<file path="config.mk">
export PLATFORM = sky130hd
export DESIGN_NAME = irq_flag_ctrl
export DESIGN_NICKNAME = d
export VERILOG_FILES = /design/src/rtl/irq_flag_pkg.sv /design/src/rtl/irq_rst_sync.sv /design/src/rtl/irq_rd_window.sv /design/src/rtl/irq_evt_hold.sv /design/src/rtl/irq_regs.sv /design/src/rtl/irq_flag_ctrl.sv
export SDC_FILE = /design/constraint.sdc
export NUM_CORES = 1
export LEC_CHECK = 0
export BUFFER_PORTS_ARGS = -buffer_cell sky130_fd_sc_hd__buf_2
export CAP_MARGIN = 0
export CORE_UTILIZATION = 50
export CTS_BUF_LIST = sky130_fd_sc_hd__clkbuf_4
export CTS_CLUSTER_SIZE = 12
export DETAILED_ROUTE_END_ITERATION = 16
export PLACE_DENSITY = 0.73
export SETUP_SLACK_MARGIN = 0.1
export SLEW_MARGIN = 15
export SYNTH_ARGS = -nofsm -noshare
export SYNTH_HDL_FRONTEND = slang
export SYNTH_SLANG_ARGS = --single-unit
</file>
<file path="constraint.sdc">
create_clock -name clk -period 1.91 [get_ports clk]
set_input_delay 0.382 -clock clk [delete_from_list [all_inputs] [get_ports clk]]
set_output_delay 0.382 -clock clk [all_outputs]
set_load 0.02 [all_outputs]
</file>
<file path="src/rtl/irq_flag_pkg.sv">
package irq_flag_pkg;
  typedef enum logic [1:0] {
    RD_IDLE  = 2'd0,
    RD_FLAG  = 2'd1,
    RD_MASK  = 2'd2,
    RD_DRAIN = 2'd3
  } rd_phase_e;
endpackage

</file>
<file path="src/rtl/irq_rst_sync.sv">
module irq_rst_sync #(
  parameter int STAGES = 2
) (
  input  logic clk,
  input  logic rst_n,
  output logic rst_n_sync
);
  logic [STAGES-1:0] sync_q;

  always_ff @(posedge clk or negedge rst_n) begin
    if (!rst_n) sync_q <= '0;
    else        sync_q <= {sync_q[STAGES-2:0], 1'b1};
  end

  assign rst_n_sync = sync_q[STAGES-1];
endmodule

</file>
<file path="src/rtl/irq_rd_window.sv">
module irq_rd_window
  import irq_flag_pkg::*;
(
  input  logic clk,
  input  logic rst_n,
  input  logic rd_start_i,
  input  logic rd_ack_i,
  input  logic stop_i,
  output logic win_open_o,
  output logic win_close_o,
  output logic clr_flag_o,
  output logic clr_mask_o,
  output logic sel_mask_o
);
  rd_phase_e phase_q, phase_nxt;
  logic close_nxt, cf_nxt, cm_nxt;

  always_comb begin
    phase_nxt = phase_q;
    close_nxt = 1'b0;
    cf_nxt    = 1'b0;
    cm_nxt    = 1'b0;
    unique case (phase_q)
      RD_IDLE, RD_DRAIN: begin
        if (rd_start_i)  phase_nxt = RD_FLAG;
        else if (stop_i) phase_nxt = RD_IDLE;
      end
      RD_FLAG: begin
        if (stop_i) begin
          close_nxt = 1'b1;
          cf_nxt    = rd_ack_i;
          phase_nxt = RD_IDLE;
        end else if (rd_ack_i) begin
          phase_nxt = RD_MASK;
        end
      end
      RD_MASK: begin
        if (rd_ack_i) begin
          close_nxt = 1'b1;
          cf_nxt    = 1'b1;
          cm_nxt    = 1'b1;
          phase_nxt = stop_i ? RD_IDLE : RD_DRAIN;
        end else if (stop_i) begin
          close_nxt = 1'b1;
          cf_nxt    = 1'b1;
          phase_nxt = RD_IDLE;
        end
      end
      default: phase_nxt = RD_IDLE;
    endcase
  end

  always_ff @(posedge clk or negedge rst_n) begin
    if (!rst_n) phase_q <= RD_IDLE;
    else        phase_q <= phase_nxt;
  end

  assign win_open_o  = (phase_q == RD_FLAG) || (phase_q == RD_MASK);
  assign sel_mask_o  = (phase_q == RD_MASK);
  assign win_close_o = close_nxt;
  assign clr_flag_o  = cf_nxt;
  assign clr_mask_o  = cm_nxt;
endmodule

</file>
<file path="src/rtl/irq_evt_hold.sv">
module irq_evt_hold #(
  parameter int W = 8
) (
  input  logic         clk,
  input  logic         rst_n,
  input  logic [W-1:0] evt_i,
  input  logic         win_open_i,
  input  logic         win_close_i,
  output logic [W-1:0] pend_o,
  output logic [W-1:0] evt_direct_o
);
  logic [W-1:0] pend_q, pend_nxt;
  logic         hold_en;

  assign hold_en = win_open_i && !win_close_i;

  always_comb begin
    pend_nxt = pend_q;
    if (win_close_i)  pend_nxt = '0;
    else if (hold_en) pend_nxt = pend_q | evt_i;
  end

  always_ff @(posedge clk or negedge rst_n) begin
    if (!rst_n) pend_q <= '0;
    else        pend_q <= pend_nxt;
  end

  assign pend_o       = pend_q;
  assign evt_direct_o = hold_en ? '0 : evt_i;
endmodule

</file>
<file path="src/rtl/irq_regs.sv">
module irq_regs #(
  parameter int W = 8
) (
  input  logic         clk,
  input  logic         rst_n,
  input  logic [W-1:0] evt_direct_i,
  input  logic [W-1:0] pend_i,
  input  logic         win_close_i,
  input  logic         clr_flag_i,
  input  logic         clr_mask_i,
  input  logic         wr_start_i,
  input  logic         wr_byte_i,
  input  logic         stop_i,
  input  logic [W-1:0] wr_data_i,
  output logic [W-1:0] flag_o,
  output logic [W-1:0] mask_o,
  output logic         irq_n_o
);
  logic [W-1:0] flag_q, flag_nxt, mask_q, mask_nxt;
  logic         armed_q, armed_nxt, irq_n_q, irq_n_nxt;
  logic         mask_load;

  assign mask_load = wr_byte_i && armed_q;

  always_comb begin
    flag_nxt = clr_flag_i ? '0 : flag_q;
    flag_nxt = flag_nxt | evt_direct_i;
    if (win_close_i) flag_nxt = flag_nxt | pend_i;

    mask_nxt = mask_q;
    if (clr_mask_i)     mask_nxt = '0;
    else if (mask_load) mask_nxt = wr_data_i;

    armed_nxt = armed_q;
    if (wr_start_i)               armed_nxt = 1'b1;
    else if (wr_byte_i || stop_i) armed_nxt = 1'b0;

    irq_n_nxt = ~|(flag_nxt & mask_nxt);
  end

  always_ff @(posedge clk or negedge rst_n) begin
    if (!rst_n) begin
      flag_q  <= '0;
      mask_q  <= '0;
      armed_q <= 1'b0;
      irq_n_q <= 1'b1;
    end else begin
      flag_q  <= flag_nxt;
      mask_q  <= mask_nxt;
      armed_q <= armed_nxt;
      irq_n_q <= irq_n_nxt;
    end
  end

  assign flag_o  = flag_q;
  assign mask_o  = mask_q;
  assign irq_n_o = irq_n_q;
endmodule

</file>
<file path="src/rtl/irq_flag_ctrl.sv">
module irq_flag_ctrl #(
  parameter int W = 8
) (
  input  logic         clk,
  input  logic         rst_n,
  input  logic [W-1:0] evt_i,
  input  logic         rd_start_i,
  input  logic         rd_ack_i,
  input  logic         stop_i,
  input  logic         wr_start_i,
  input  logic         wr_byte_i,
  input  logic [W-1:0] wr_data_i,
  output logic [W-1:0] rd_data_o,
  output logic         irq_n_o
);
  logic         rst_n_sync;
  logic         win_open, win_close, clr_flag, clr_mask, sel_mask;
  logic [W-1:0] pend_q, evt_direct, flag_q, mask_q;

  irq_rst_sync #(.STAGES(2)) u_rst (
    .clk(clk), .rst_n(rst_n), .rst_n_sync(rst_n_sync)
  );

  irq_rd_window u_win (
    .clk(clk), .rst_n(rst_n_sync),
    .rd_start_i(rd_start_i), .rd_ack_i(rd_ack_i), .stop_i(stop_i),
    .win_open_o(win_open), .win_close_o(win_close),
    .clr_flag_o(clr_flag), .clr_mask_o(clr_mask), .sel_mask_o(sel_mask)
  );

  irq_evt_hold #(.W(W)) u_hold (
    .clk(clk), .rst_n(rst_n_sync), .evt_i(evt_i),
    .win_open_i(win_open), .win_close_i(win_close),
    .pend_o(pend_q), .evt_direct_o(evt_direct)
  );

  irq_regs #(.W(W)) u_regs (
    .clk(clk), .rst_n(rst_n_sync),
    .evt_direct_i(evt_direct), .pend_i(pend_q), .win_close_i(win_close),
    .clr_flag_i(clr_flag), .clr_mask_i(clr_mask),
    .wr_start_i(wr_start_i), .wr_byte_i(wr_byte_i), .stop_i(stop_i),
    .wr_data_i(wr_data_i),
    .flag_o(flag_q), .mask_o(mask_q), .irq_n_o(irq_n_o)
  );

  assign rd_data_o = sel_mask ? mask_q : flag_q;
endmodule

</file>
==> reports/qor.txt, run 1 <==
Max Transition Viols Final = 0
Critical path origin = u_win.phase_q[0]
power density of the placed cells = 1800 mW/mm²
Warnings, synthesis = 0
register share of total power = 27.3%
NetSw = 1440 µW
leakage component of the power = 0.000937 µW
overflow left after global routing = 0
basic-gate share of the synthesized area counting and, or, nand and nor cells = 11.5%
Layout Cells excl Fill = 225
clock latency on the worst-skew pair = 0.33 ns
number of instances in the synthesized netlist = 140
HP Start = wr_start_i
number of placement rows = 19
fraction of power consumed by the clock network = 13.9%
post-synth net total = 166
chip width = 56.0 µm
share of the clock period used by the worst path after layout = 104%
Internal Pwr Total = 2240 µW
endpoints failing hold = 0
Setup CP Type = flop to flop
clock tree skew after final layout = 0.00570 ns
TritonCTS clock tree = yes
final period demand of the worst path = 1.98 ns
#FFs+latches synth = 30
Critical Path Source Type = flop
level count of the clock H-tree = 2
Final #Nets = 219
primary flip-flop cell chosen by synthesis mapping = dfrtp_1
largest family of logic cells by synthesized area = compound AO/OA/AOI/OAI gates
die area = 0.00314 mm²
endpoint kind of the worst setup timing path = flop
DRT iter0 DRCs = 54
sequential area share after synthesis = 51.5%
Total Power Consumption = 3670 µW
aggregate global-route resource usage = 26.8%
synthesized-area fraction occupied by adder cells = 2.57%
max frequency = 505 MHz
total number of vias = 1311
Total Routed Length = 3870 µm
sum of negative setup slack = -0.491 ns
violations in the final reports = negative setup slack
post-place instance area = 0.00178 mm²
register clock-pin slew on the reported worst setup and hold paths = 0.10 ns
compound-gate portion of the synthesized area = 20.3%
final count of negative-setup-slack endpoints = 9
proportion of register bits with asynchronous set or reset after synthesis = 100%
DR WL/cell = 17.2 µm
CP required = 2.19 ns
synthesized area = 0.00146 mm²
number of buffers added on ports = 31
worst min path class = input port to flop
max capacitance violation total = 0
vertical die dimension = 56.0 µm
post-synthesis share of cell area spent on xor and xnor gates = 0%
number of inserted filler cells in the final layout = 191
dpl cells = 211
number of iterations in the first detailed-routing pass = 4
initial antenna violation count = 0
fraction of post-synthesis cell area in the top cell type by area = 49.7%
share of total power consumed by net switching = 39.1%
antenna cells = 0
RSZ-0062 raised after global routing = yes
effective utilization at floorplan = 52.9%
count of flip-flops with a built-in enable after synthesis = 0
Crit path arrival time = 2.26 ns
multiplexer area fraction after synthesis = 9.09%
wire length of the first global-routing pass = 6200 µm
cell area after layout = 0.00204 mm²
Num CTS Buffers = 5
Core Footprint = 0.00276 mm²
fraction of power consumed by combinational cells = 58.9%
result of the run = complete, but fails checks
mean instance size in the synthesized netlist = 10.4 µm²
I/O pins = 32
Area Overhead vs Synth = 39.5%
worst supply voltage drop on vdd = 1280 µV
remaining design rule violation count = 0
final critical-path setup slack = -0.0695 ns
Area contributors post-synth = dfrtp_1 50%, mux2_2 7.7%, a21oi_1 5.1%
maximum number of pins on one net before global-route repair = 29
distinct cell type count of the synthesized netlist = 31
Max FO, Critical Path = 8
leading post-synthesis cells by instance count = 29 x dfrtp_1, 15 x a21oi_1, 14 x nor2_1
number of buffers on the longest clock path = 2
Reg-to-Reg Start = u_win.phase_q[0]
share of final-layout standard cells stronger than drive strength 1 = 44.3%
count of nets left with antenna violations after detail routing = 0
root buf cell = clkbuf_4
placer's final routability congestion estimate = 0.844
vias in the first global route = 1232
clock sinks = 30
most used standard cell by instance count after synthesis = dfrtp_1
Avg Vias per Cell = 5.83
detailed placement HPWL = 2590 µm
dominant cell type by area after synthesis = dfrtp_1
## stage by stage
step	utilization, %	worst slack, ns	hold slack (ns)
floorplan	-	0.0888	0.0864
global placement	64.4	-0.0644	0.166
detailed placement	64.4	-0.158	0.172
CTS	73.5	-0.0550	0.224
global route	73.8	-0.150	0.225
finish	73.8	-0.0695	0.231
## power groups by stage
stage	Sequential (µW)	Combinational (µW)	Clock, µW
6_report	1000	2160	510
5_1_grt	1020	2300	543
4_1_cts	993	2080	514
3_5_place_dp	1000	1730	0
3_3_place_gp	995	1650	0
2_1_floorplan	972	1280	0
## critical path: stages (launching register included)
cell and delay, ns:
dfrtp_1 0.40, inv_2 0.08, ha_4 0.22, or3_4 0.45
a22oi_2 0.22, a2bb2oi_2 0.22, o32a_1 0.16, and4_1 0.17
## flip-flops by register name (all words and copies together) (netlist names)
signal and count:
u_win.phase_q 2, u_hold.pend_o 8, u_rst.sync_q 2, u_regs.flag_o 8, u_regs.irq_n_o 1, u_regs.armed_q 1
u_regs.mask_o 8
## kinds of logic (layout without fill, tap and decap cells)
logic type | count (synthesis) | in the layout
AO/OA/AOI/OAI | 42 | 42
AND/OR/NAND/NOR | 37 | 37
buffers and inverters | 15 | 69
multiplexers | 12 | 12
other | 1 | 1
flip-flops | 30 | 30
adder cells (fa/ha/maj) | 3 | 3
## final timing paths
path                                     to  slack, ns  cells past startpoint
setup / recovery             u_regs.irq_n_o      -0.07                      7
hold / removal               u_regs.armed_q       0.23                      2
setup reg to reg             u_regs.irq_n_o      -0.07                      7
hold reg to reg            u_regs.mask_o[2]       0.25                      1
max in group asynchronous    u_regs.irq_n_o       1.36                      1
min in group asynchronous  u_regs.mask_o[2]       0.25                      1
## cell type report
type | count | area (µm²) | area share [%]
repair buffers | 50 | 378 | 18.6
multi-input cells | 95 | 747 | 36.7
well taps | 31 | 38.8 | 1.91
flip-flops and latches | 30 | 752 | 36.9
inverters | 11 | 41.3 | 2.03
clock inverters | 2 | 33.8 | 1.66
clock buffers | 6 | 45.0 | 2.21
## what timing repair did
action / in CTS / in global routing
hold endpoints to repair: 2 / 0
resized for setup: 34 / 1
hold buffers: 1 / 0
cloned: 1 / 0
pin swaps: 1 / 1
setup buffers: 3 / 2
setup endpoints to repair: 14 / 13
## per-layer routing
layer	vias to the layer above	GRT usage, %	wire, µm
li1	599	-	-
met1	638	35.7	1630
met2	66	39.3	1820
met3	8	11.4	341
met4	0	9.06	74
met5	-	0	0
## cell usage in the layout, fill, tap and decap left out, types with 2 or more instances in the layout
cell type	synthesis	layout
nand2_1	10	10
a2bb2oi_2	0	4
mux2_2	10	2
clkbuf_4	0	6
o2bb2ai_1	4	3
dfrtp_1	29	29
nor2_1	14	14
buf_4	1	16
buf_6	1	8
nand3_1	6	6
mux2_4	0	8
o32a_1	2	2
a21oi_1	15	15
mux2i_1	2	2
inv_2	0	2
buf_2	1	23
a22oi_1	9	4
a22oi_2	0	5
inv_1	11	9
o21ai_0	3	2
Note: power is estimated with default switching activity, not from simulation.
==> run 2, diff against run 1 <==
==> constraint.sdc (replaced) <==
create_clock -name clk -period 1.91 [get_ports clk]
set_input_delay 0.191 -clock clk [delete_from_list [all_inputs] [get_ports clk]]
set_output_delay 0.191 -clock clk [all_outputs]
set_load 0.02 [all_outputs]
==> run 2 against run 1 <==
- the run still ends with negative setup slack left
- hold slack worse by 0.19 ns
- setup slack better by 0.012 ns
- clock power is 28% lower
- fmax is 0.62% higher
- design area is 0.74% higher
- first-iteration DRC count is 7.4% lower
- non-clock buffer count is 3 higher
- count of clock-buffer cells in the layout stayed put
- critical path depth is 1 higher
- combinational power is 7% higher
- die area stayed put
- sequential share of layout area is 0.27 points lower
==> reports/qor.txt, run 2 (synthesized netlist as in run 1, its figures left out) <==
Final #Nets = 222 (+1.4%)
share of final-layout standard cells stronger than drive strength 1 = 46.2% (+1.9 points)
result of the run = complete, but fails checks
Crit path arrival time = 2.24 ns (-0.02 ns)
detailed placement HPWL = 2470 µm (-4.7%)
most used cells in the layout excluding fill and tap cells = 29 x dfrtp_1, 23 x buf_2, 18 x buf_4
DR WL/cell = 17.2 µm (-0.17%)
clock latency on the worst-skew pair = 0.33 ns (about the same)
max frequency = 508 MHz (+0.62%)
number of iterations in the first detailed-routing pass = 4 (unchanged)
chip width = 56.0 µm (unchanged)
final count of negative-setup-slack endpoints = 1 (-8)
wire length of the first global-routing pass = 5910 µm (-4.6%)
worst min path class = input port to flop
DRT iter0 DRCs = 50 (-7.4%)
I/O pins = 32 (unchanged)
number of placement rows = 19 (unchanged)
sum of negative setup slack = -0.0573 ns (+0.433 ns)
Placement Setup Slack = -0.168 ns (-0.00972 ns)
Area Overhead vs Synth = 40.6%
antenna cells = 0 (unchanged)
aggregate global-route resource usage = 25.7% (-1.1 points)
Max FO, Critical Path = 8 (unchanged)
initial antenna violation count = 0 (unchanged)
final period demand of the worst path = 1.97 ns (-0.0122 ns)
Setup CP Type = flop to flop
most common cell after layout, fill and taps aside = dfrtp_1
TritonCTS clock tree = yes
count of nets left with antenna violations after detail routing = 0 (unchanged)
number of buffers added on ports = 31 (unchanged)
Total Routed Length = 3910 µm (+1.2%)
root buf cell = clkbuf_4
level count of the clock H-tree = 2 (unchanged)
violations in the final reports = negative setup slack
endpoints failing hold = 0 (unchanged)
die area = 0.00314 mm² (unchanged)
maximum number of pins on one net before global-route repair = 29 (unchanged)
CP required = 2.18 ns (about the same)
power density of the placed cells = 1800 mW/mm² (-0.27%)
clock sinks = 30 (unchanged)
placer's final routability congestion estimate = 0.827 (-2.0%)
total number of vias = 1286 (-1.9%)
vias in the first global route = 1225 (-0.57%)
remaining design rule violation count = 0 (unchanged)
worst supply voltage drop on vdd = 1410 µV (+11%)
max capacitance violation total = 0 (unchanged)
effective utilization at floorplan = 52.9% (unchanged)
overflow left after global routing = 0 (unchanged)
share of the clock period used by the worst path after layout = 103% (-0.64 points)
Avg Vias per Cell = 5.64 (-3.2%)
Critical Path Source Type = flop
final critical-path setup slack = -0.0573 ns (+0.0122 ns)
leakage component of the power = 0.000943 µW (+0.63%)
clock tree skew after final layout = 0.00944 ns (+0.00374 ns)
RSZ-0062 raised after global routing = yes
register clock-pin slew on the reported worst setup and hold paths = 0.09 ns (about the same)
number of buffers on the longest clock path = 2 (unchanged)
vertical die dimension = 56.0 µm (unchanged)
Num CTS Buffers = 5 (unchanged)
endpoint kind of the worst setup timing path = flop
Max Transition Viols Final = 0 (unchanged)
Core Footprint = 0.00276 mm² (unchanged)
-- run 2: final cells by class --
type                    instances  area [µm²]
clock inverters                 2        8.76
fillers                       174         707
clock buffers                   6        45.0
inverters                      11        45.0
multi-input cells              95         746
well taps                      31        38.8
flip-flops and latches         30         752
repair buffers                 53         415
-- run 2: worst max-delay path: stages, from the launching register on --
cell and delay [ns]:
dfrtp_1 0.42, inv_2 0.09, ha_4 0.21, or3_4 0.44, o21ai_4 0.09, buf_12 0.14, a2bb2oi_2 0.16, o32a_1 0.18
and4_1 0.17
-- run 2: power by group --
| group | switching [µW] | leakage (µW) | internal, µW |
|---|---|---|---|
| clock | 217 | 0.0000331 | 152 |
| combinational | 1080 | 0.000579 | 1230 |
| sequential | 158 | 0.000331 | 853 |
| total | 1450 | 0.000943 | 2240 |
-- run 2: repair_timing --
action,4_1_cts,5_1_grt
hold buffers,1,0
resized for setup,20,15
setup buffers,6,3
hold endpoints to repair,2,0
endpoints found under the setup margin,13,14
pin swaps,5,1
gates cloned,0,1
-- run 2: per-layer routing --
layer / up-vias / wire length (µm) / global-route usage (%)
li1: 611 / - / -
met1: 607 / 1700 / 33.3
met2: 56 / 1790 / 38.4
met3: 12 / 244 / 8.14
met4: 0 / 175 / 13.2
met5: - / 0 / 0
-- run 2: worst paths after layout --
kind	cells past startpoint	to	startpoint	slack [ns]
max	8	u_regs.irq_n_o	u_win.phase_q[0]	-0.06
min	2	u_regs.armed_q	wr_start_i	0.04
max reg2reg	8	u_regs.irq_n_o	u_win.phase_q[0]	-0.06
min reg2reg	1	u_regs.flag_o[4]	u_rst.sync_q[1]	0.24
max in group asynchronous	1	u_regs.irq_n_o	u_rst.sync_q[1]	1.36
min in group asynchronous	2	u_rst.sync_q[0]	rst_n	0.17
-- run 2: metrics by stage --
step | utilization [%] | std cells | cell area, µm² | hold slack [ns] | total power, µW
CTS | 71.2 | 225 | 1960 | 0.0301 | 3440
global placement | 64.1 | 210 | 1770 | -0.0252 | 2640
finish | 74.4 | 228 | 2050 | 0.0448 | 3690
floorplan | - | 140 | 1510 | -0.105 | 2250
global route | 74.4 | 228 | 2050 | 0.0226 | 3890
detailed placement | 64.1 | 210 | 1770 | -0.0233 | 2700
